$ cat config.mk
export PLATFORM = sky130hd
export DESIGN_NAME = usbh_pipe_ctrl
export DESIGN_NICKNAME = d
export VERILOG_FILES = /design/src/rtl/usbh_pipe_pkg.sv /design/src/rtl/usbh_edge_rise.sv /design/src/rtl/usbh_reg_decode.sv /design/src/rtl/usbh_pipe_slice.sv /design/src/rtl/usbh_pipe_ctrl.sv
export SDC_FILE = /design/constraint.sdc
export NUM_CORES = 1
export LEC_CHECK = 0
export ABC_AREA = 1
export BUFFER_PORTS_ARGS = -buffer_cell sky130_fd_sc_hd__clkbuf_2
export CAP_MARGIN = 20
export CORE_ASPECT_RATIO = 1.2
export CORE_MARGIN = 3
export CORE_UTILIZATION = 50
export CTS_BUF_LIST = sky130_fd_sc_hd__clkbuf_2 sky130_fd_sc_hd__clkbuf_4 sky130_fd_sc_hd__clkbuf_8
export DETAILED_ROUTE_END_ITERATION = 10
export GPL_TIMING_DRIVEN = 0
export PLACE_DENSITY = 0.77
export SLEW_MARGIN = 20
export SYNTH_ARGS = -nofsm -noshare
export SYNTH_HDL_FRONTEND = slang
export SYNTH_SLANG_ARGS = --single-unit
$ cat constraint.sdc
create_clock -name clk -period 3.82 [get_ports clk]
set_input_delay 1.146 -clock clk [delete_from_list [all_inputs] [get_ports clk]]
set_output_delay 1.146 -clock clk [all_outputs]
set_load 0.01 [all_outputs]
$ cat src/rtl/usbh_pipe_pkg.sv
package usbh_pipe_pkg;
    localparam int CTRL_W   = 5;
    localparam int B_FRZ    = 0;
    localparam int B_DTR    = 1;
    localparam int B_FIFO   = 2;
    localparam int B_IEBUSY = 3;
    localparam int B_IESHRT = 4;
    localparam int B_BANK   = 8;

    typedef enum logic { FRZ_RUN = 1'b0, FRZ_HALT = 1'b1 } frz_state_t;
    typedef enum logic { FIFO_ENGINE = 1'b0, FIFO_CPU = 1'b1 } fifo_state_t;
endpackage

$ cat src/rtl/usbh_edge_rise.sv
module usbh_edge_rise #(
    parameter int W = 7
) (
    input  logic         clk,
    input  logic         rst_n,
    input  logic [W-1:0] lvl,
    output logic [W-1:0] rise
);
    logic [W-1:0] prev_q;

    always_ff @(posedge clk or negedge rst_n) begin
        if (!rst_n) prev_q <= '0;
        else        prev_q <= lvl;
    end

    assign rise = lvl & ~prev_q;
endmodule

$ cat src/rtl/usbh_reg_decode.sv
module usbh_reg_decode
    import usbh_pipe_pkg::*;
#(
    parameter int NUM_PIPES = 7,
    parameter int ADDR_W    = 12,
    parameter int SET_BASE  = 'h5F0,
    parameter int CLR_BASE  = 'h620
) (
    input  logic                             wr_en,
    input  logic [ADDR_W-1:0]                wr_addr,
    input  logic [CTRL_W-1:0]                wr_data,
    output logic [NUM_PIPES-1:0][CTRL_W-1:0] set_s,
    output logic [NUM_PIPES-1:0][CTRL_W-1:0] clr_s
);
    localparam int STRIDE = 4;

    for (genvar p = 0; p < NUM_PIPES; p++) begin : g_dec
        logic hit_set, hit_clr;
        assign hit_set  = wr_en && (wr_addr == ADDR_W'(SET_BASE + STRIDE * p));
        assign hit_clr  = wr_en && (wr_addr == ADDR_W'(CLR_BASE + STRIDE * p));
        assign set_s[p] = hit_set ? wr_data : '0;
        assign clr_s[p] = hit_clr ? wr_data : '0;
    end
endmodule

$ cat src/rtl/usbh_pipe_slice.sv
module usbh_pipe_slice
    import usbh_pipe_pkg::*;
#(
    parameter int CNT_W = 8
) (
    input  logic              clk,
    input  logic              rst_n,
    input  logic [CTRL_W-1:0] set_s,
    input  logic [CTRL_W-1:0] clr_s,
    input  logic              cfg,
    input  logic              dir_in,
    input  logic              ev_stall,
    input  logic              ev_err,
    input  logic              ev_in_req,
    input  logic [CNT_W-1:0]  in_req_num,
    input  logic              ev_bank_free,
    input  logic              ev_in_stored,
    input  logic              dt_done,
    input  logic              rst_rise,
    input  logic              en_rise,
    output logic              frozen,
    output logic              dt_req,
    output logic              fifo_bit,
    output logic              ie_busy,
    output logic              ie_short,
    output logic              bank,
    output logic              bank_rel
);
    frz_state_t  frz_q, frz_d;
    fifo_state_t fifo_q, fifo_d;
    logic [CNT_W-1:0] req_cnt_q;
    logic hw_freeze, cnt_hit, frz_release;
    logic fifo_setev, bank_flip;
    logic dt_q, ieb_q, ies_q, bank_q, rel_q;

    // Freeze machine: next-state logic
    always_comb begin
        cnt_hit   = ev_in_req && (frz_q == FRZ_RUN) && (req_cnt_q == in_req_num);
        hw_freeze = set_s[B_FRZ] | ~cfg | ev_stall | ev_err | rst_rise | en_rise | cnt_hit;
        frz_d     = frz_q;
        unique case (frz_q)
            FRZ_RUN:  if (hw_freeze) frz_d = FRZ_HALT;
            FRZ_HALT: if (clr_s[B_FRZ] && !hw_freeze) frz_d = FRZ_RUN;
        endcase
        frz_release = (frz_q == FRZ_HALT) && (frz_d == FRZ_RUN);
    end

    // FIFO ownership machine: next-state logic
    always_comb begin
        fifo_setev = set_s[B_FIFO] | (dir_in ? ev_in_stored : ev_bank_free);
        fifo_d     = fifo_q;
        unique case (fifo_q)
            FIFO_ENGINE: if (fifo_setev) fifo_d = FIFO_CPU;
            FIFO_CPU:    if (clr_s[B_FIFO] && !fifo_setev) fifo_d = FIFO_ENGINE;
        endcase
        bank_flip = (fifo_q == FIFO_CPU) && (fifo_d == FIFO_ENGINE) && !rst_rise;
    end

    // State registers
    always_ff @(posedge clk or negedge rst_n) begin
        if (!rst_n) begin
            frz_q     <= FRZ_RUN;
            fifo_q    <= FIFO_ENGINE;
            req_cnt_q <= '0;
            dt_q      <= 1'b0;
            ieb_q     <= 1'b0;
            ies_q     <= 1'b0;
            bank_q    <= 1'b0;
            rel_q     <= 1'b0;
        end else begin
            frz_q  <= frz_d;
            fifo_q <= fifo_d;
            if (rst_rise || frz_release || cnt_hit) req_cnt_q <= '0;
            else if (ev_in_req && (frz_q == FRZ_RUN)) req_cnt_q <= req_cnt_q + 1'b1;
            if (set_s[B_DTR])         dt_q <= 1'b1;
            else if (dt_done)         dt_q <= 1'b0;
            if (set_s[B_IEBUSY])      ieb_q <= 1'b1;
            else if (clr_s[B_IEBUSY]) ieb_q <= 1'b0;
            if (set_s[B_IESHRT])      ies_q <= 1'b1;
            else if (clr_s[B_IESHRT]) ies_q <= 1'b0;
            if (rst_rise)             bank_q <= 1'b0;
            else if (bank_flip)       bank_q <= ~bank_q;
            rel_q <= bank_flip;
        end
    end

    // Outputs
    always_comb begin
        frozen   = (frz_q == FRZ_HALT);
        fifo_bit = (fifo_q == FIFO_CPU);
        dt_req   = dt_q;
        ie_busy  = ieb_q;
        ie_short = ies_q;
        bank     = bank_q;
        bank_rel = rel_q;
    end

    assert_stall_freezes_R4: assert property (@(posedge clk) disable iff (!rst_n)
        ev_stall |=> frozen);
    assert_count_freezes_R5: assert property (@(posedge clk) disable iff (!rst_n)
        cnt_hit |=> frozen);
    assert_dt_selfclear_R7: assert property (@(posedge clk) disable iff (!rst_n)
        (dt_req && dt_done && !set_s[B_DTR]) |=> !dt_req);
    assert_release_flips_R9: assert property (@(posedge clk) disable iff (!rst_n)
        bank_rel |-> (bank != $past(bank)));
    assert_reset_bank0_R10: assert property (@(posedge clk) disable iff (!rst_n)
        rst_rise |=> (bank == 1'b0));
    assert_ie_hold_R11: assert property (@(posedge clk) disable iff (!rst_n)
        (!set_s[B_IEBUSY] && !clr_s[B_IEBUSY]) |=> $stable(ie_busy));
endmodule

$ cat src/rtl/usbh_pipe_ctrl.sv
module usbh_pipe_ctrl
    import usbh_pipe_pkg::*;
#(
    parameter int NUM_PIPES = 7,
    parameter int ADDR_W    = 12,
    parameter int DATA_W    = 32,
    parameter int CNT_W     = 8,
    parameter int CTRL_BASE = 'h5C0,
    parameter int SET_BASE  = 'h5F0,
    parameter int CLR_BASE  = 'h620
) (
    input  logic                       clk,
    input  logic                       rst_n,
    input  logic                       wr_en,
    input  logic [ADDR_W-1:0]          wr_addr,
    input  logic [CTRL_W-1:0]          wr_data,
    input  logic [ADDR_W-1:0]          rd_addr,
    output logic [DATA_W-1:0]          rd_data,
    input  logic [NUM_PIPES-1:0]       pipe_cfg,
    input  logic [NUM_PIPES-1:0]       pipe_is_in,
    input  logic [NUM_PIPES-1:0]       ev_stall,
    input  logic [NUM_PIPES-1:0]       ev_err,
    input  logic [NUM_PIPES-1:0]       ev_in_req,
    input  logic [NUM_PIPES*CNT_W-1:0] in_req_num,
    input  logic [NUM_PIPES-1:0]       ev_bank_free,
    input  logic [NUM_PIPES-1:0]       ev_in_stored,
    input  logic [NUM_PIPES-1:0]       dt_done,
    input  logic [NUM_PIPES-1:0]       pipe_rst,
    input  logic [NUM_PIPES-1:0]       pipe_en,
    output logic [NUM_PIPES-1:0]       req_en,
    output logic [NUM_PIPES-1:0]       dt_reset,
    output logic [NUM_PIPES-1:0]       bank_sel,
    output logic [NUM_PIPES-1:0]       bank_release
);
    localparam int STRIDE = 4;

    logic [NUM_PIPES-1:0][CTRL_W-1:0] set_s, clr_s;
    logic [NUM_PIPES-1:0]             rst_rise, en_rise;
    logic [NUM_PIPES-1:0]             frozen, fifo_bit, ie_busy, ie_short;
    logic [NUM_PIPES-1:0][DATA_W-1:0] view;

    usbh_reg_decode #(
        .NUM_PIPES(NUM_PIPES), .ADDR_W(ADDR_W),
        .SET_BASE(SET_BASE), .CLR_BASE(CLR_BASE)
    ) u_dec (
        .wr_en(wr_en), .wr_addr(wr_addr), .wr_data(wr_data),
        .set_s(set_s), .clr_s(clr_s)
    );

    usbh_edge_rise #(.W(NUM_PIPES)) u_rst_edge (
        .clk(clk), .rst_n(rst_n), .lvl(pipe_rst), .rise(rst_rise));
    usbh_edge_rise #(.W(NUM_PIPES)) u_en_edge (
        .clk(clk), .rst_n(rst_n), .lvl(pipe_en), .rise(en_rise));

    for (genvar p = 0; p < NUM_PIPES; p++) begin : g_pipe
        usbh_pipe_slice #(.CNT_W(CNT_W)) u_slice (
            .clk(clk), .rst_n(rst_n),
            .set_s(set_s[p]), .clr_s(clr_s[p]),
            .cfg(pipe_cfg[p]), .dir_in(pipe_is_in[p]),
            .ev_stall(ev_stall[p]), .ev_err(ev_err[p]),
            .ev_in_req(ev_in_req[p]),
            .in_req_num(in_req_num[p*CNT_W +: CNT_W]),
            .ev_bank_free(ev_bank_free[p]), .ev_in_stored(ev_in_stored[p]),
            .dt_done(dt_done[p]),
            .rst_rise(rst_rise[p]), .en_rise(en_rise[p]),
            .frozen(frozen[p]), .dt_req(dt_reset[p]), .fifo_bit(fifo_bit[p]),
            .ie_busy(ie_busy[p]), .ie_short(ie_short[p]),
            .bank(bank_sel[p]), .bank_rel(bank_release[p])
        );

        always_comb begin
            view[p]           = '0;
            view[p][B_FRZ]    = frozen[p];
            view[p][B_DTR]    = dt_reset[p];
            view[p][B_FIFO]   = fifo_bit[p];
            view[p][B_IEBUSY] = ie_busy[p];
            view[p][B_IESHRT] = ie_short[p];
            view[p][B_BANK]   = bank_sel[p];
        end
    end

    assign req_en = pipe_cfg & ~frozen;

    always_comb begin
        rd_data = '0;
        for (int p = 0; p < NUM_PIPES; p++) begin
            if (rd_addr == ADDR_W'(CTRL_BASE + STRIDE * p)) rd_data = view[p];
        end
    end

    assert_unconfig_gates_R6: assert property (@(posedge clk) disable iff (!rst_n)
        $fell(pipe_cfg[0]) |-> !req_en[0]);
endmodule

==> results.py <==
metrics = {
    "layout": {
        "n_fill_cell": 1290,
        "area_delta_synth_final_pct": 24.2,
        "num-nets-final": 1396,
        "seqCellArea_um2": 2980,
        "layout-drive-gt1-share_pct": 27.3,
        "fin_util_pct": 64.3,
        "multi_input_area_um2": 3740,
        "diodes": 0,
    },
    "placed_design": {
        "place_hpwl_um": 15000,
        "gp_congestion": 0.874,
        "io_buffer_count": 191,
    },
    "die": {
        "die_w_um": 118,
        "ios": 218,
        "std_cell_rows": 48,
        "initial_core_util_pct": 51.7,
        "dieArea_um2": 16600,
        "die_h_um": 141,
        "core_area_um2": 14600,
    },
    "timing": {
        "fmax_mhz": 271,
        "hold_viol_final": 0,
        "skew_ns": 0.00849,
        "setup_violations": 0,
        "whs_ns": 0.497,
        "rsz0062_at_grt": "no",
        "worst_slew_pin_slew_ns": 0.532,
        "post-route-period-util_pct": 96.6,
        "min_period_ns": 3.69,
        "slew_headroom_pct": 64.6,
        "setup_tns_ns": 0,
        "slew_viol_final": 0,
    },
    "synthesis": {
        "yosys_warnings": 0,
        "avgSynthCellArea_um2": 7.60,
        "synth_area_leader_cell": "dfrtp_1",
        "ys_seq_elements": 119,
        "netlist.area_leader.share_pct": 39.4,
        "synth_flop_cell": "dfrtp_1",
        "netlist_instances": 993,
        "synthTopCellsByArea": "dfrtp_1 39%, nand2_1 8.5%, inv_1 7.7%",
        "yosysUniqueCellTypes": 41,
        "synth_common_cells": "170 x nand2_1, 155 x inv_1, 119 x dfrtp_1, 101 x nor2_1, 65 x o21ai_0",
        "async_reset_ff_share_pct": 100,
        "seq_area_frac_synth_pct": 39.4,
        "synth_edf_count": 0,
        "synthesis.area_um2": 7550,
        "yosysMostFrequentCell": "nand2_1",
    },
    "cts": {
        "cts_buffers": 17,
        "hold_buffers": 0,
        "insertion_delay_ns": 0.44,
        "htreeDepth": 4,
        "ctsRootBufferMaster": "clkbuf_8",
        "clk_pin_slew_worst_paths_ns": 0.07,
        "tritoncts": "yes",
        "clock_sinks": 119,
        "cts_max_path_buffers": 2,
    },
    "critical_path": {
        "cp.required_ns": 2.67,
        "critPathBufInv": 5,
        "crit_type": "in2out",
        "critical_path.max_stage_delay_ns": 0.29,
        "cp.arrival_ns": 2.55,
        "r2r_slack_ns": 1.97,
        "startpoint_type": "primary input",
        "crit_path_top_delay_cell": "nor3_2",
        "cp-end-kind": "output pin",
        "path_cells": "clkbuf_2 > inv_1 > nor3_2 > nand2_1 > nor2_2 > inv_1 > o21ai_0 > inv_1 > nand2_1 > nand2_1 > a21oi_1 > clkbuf_2",
        "crit_fanout": 4,
        "critical_path.top_delay_family": "simple AND/OR/NAND/NOR gates",
    },
    "grt": {
        "antenna_found_initial": 0,
        "grt_use_total_pct": 23.2,
        "overflow": 0,
        "grt_pass1_wl_um": 31500,
        "grt_max_degree": 70,
        "grt_pass1_vias": 6844,
    },
    "route": {
        "drc": 0,
        "drt_iter0_drc": 447,
        "ant_nets": 0,
        "vias_per_cell": 4.94,
        "drt_wl_total_um": 18800,
        "wire_per_inst_um": 13.0,
        "drtPass1Iterations": 4,
        "num_vias": 7138,
    },
    "hold_path": {
        "hold_path_class": "reg2reg",
    },
    "power": {
        "p_per_area_nw_per_um2": 292,
        "worst_ir_drop_vdd_mv": 0.205,
        "p_leak_nw": 5.00,
    },
    "run": {
        "maxCapViolCount": 0,
    },
    "status": {
        "status": "complete, no violations",
    },
}
[worst register-to-register path, cell delays in order (launching register included)]
cell,delay (ns)
dfrtp_1,0.43
inv_1,0.15
nand2_1,0.20
inv_2,0.15
o21ai_0,0.09
nor3_1,0.29
nand3_1,0.11
o21ai_0,0.12
a21oi_2,0.08
nand3_1,0.08
nand2_1,0.05
[worst paths after layout]
path / from / end / depth (start not counted)
max: rd_addr[4] / rd_data[1] / 12
min: u_rst_edge.prev_q[3] / g_pipe[3].u_slice.bank_rel / 2
max reg2reg: g_pipe[2].u_slice.frozen / g_pipe[2].u_slice.req_cnt_q[4] / 10
min reg2reg: u_rst_edge.prev_q[3] / g_pipe[3].u_slice.bank_rel / 2
max in group asynchronous: rst_n / g_pipe[6].u_slice.fifo_bit / 2
min in group asynchronous: rst_n / g_pipe[0].u_slice.req_cnt_q[3] / 1
[cell usage in the layout, fill, tap and decap left out, types with 11 or more instances in the layout]
cell	netlist	layout
a21oi_1	26	25
buf_4	47	49
clkbuf_2	0	189
clkbuf_8	0	20
conb_1	1	26
dfrtp_1	119	119
inv_1	155	153
inv_2	9	11
nand2_1	170	168
nand2_2	11	12
nand3_1	57	55
nand4_1	42	42
nor2_1	101	97
nor2_2	12	14
nor3_1	18	16
o21ai_0	65	65
o22ai_1	16	16
xnor2_1	12	12
xor2_1	54	54
[power breakdown]
group          internal (mW)  switching [mW]  total (mW)
clock                  0.673           0.530        1.20
sequential              1.27         0.00262        1.27
combinational          0.116           0.150       0.266
[per-layer routing]
metal / vias to the layer above / global-route usage [%] / wire length [um]
met2: 192 / 40.3 / 9300
met4: 0 / 8.46 / 398
met5: - / 0 / 0
li1: 3632 / - / -
met1: 3281 / 28.6 / 8010
met3: 33 / 5.02 / 1090
[cell families (layout without fill, tap and decap cells)]
family / after synthesis / count (layout) / share of synthesized area (%)
simple gates: 438 / 438 / 26.6
xor+xnor: 66 / 66 / 7.66
compound gates: 139 / 139 / 11.0
mux: 7 / 7 / 0.928
fa+ha+maj: 7 / 7 / 1.16
buf+inv: 216 / 442 / 13.1
flops: 119 / 119 / 39.4
other cells: 1 / 26 / 0.0497
[layout make-up]
class,instances,share of cell area [%]
Clock buffer,19,2.79
Clock inverter,13,1.64
Tap cell,200,2.67
Sequential cell,119,31.8
Buffer,52,3.98
Inverter,164,6.56
Timing Repair Buffer,194,10.7
Multi-Input combinational cell,683,39.9
[sequential cells by signal (all words and copies together), names as in the netlist]
register and cells:
g_pipe.u_slice.ie_busy 7, g_pipe.u_slice.bank_rel 7, u_en_edge.prev_q 7, g_pipe.u_slice.bank 7, g_pipe.u_slice.fifo_bit 7, g_pipe.u_slice.ie_short 7
g_pipe.u_slice.frozen 7, g_pipe.u_slice.req_cnt_q 56, g_pipe.u_slice.dt_req 7, u_rst_edge.prev_q 7
[what timing repair did]
item | CTS | global route
cloned | 0 | 0
buffers inserted | 0 | 2
setup endpoints to repair | 3 | 3
gates resized for setup | 4 | 14
pin swaps | 0 | 2
[stage by stage]
step / total power, mW / area, um2 / cells / setup WS (ns)
3_5_place_dp: 1.56 / 8890 / 1410 / -0.0888
4_1_cts: 2.76 / 9310 / 1442 / 0.00389
6_report: 2.74 / 9380 / 1444 / 0.128
3_3_place_gp: 1.55 / 8850 / 1409 / -0.243
5_1_grt: 2.85 / 9380 / 1444 / 0.0131
2_1_floorplan: 1.41 / 7640 / 1018 / 0.353
No activity file was read; power rests on OpenSTA's default activity.
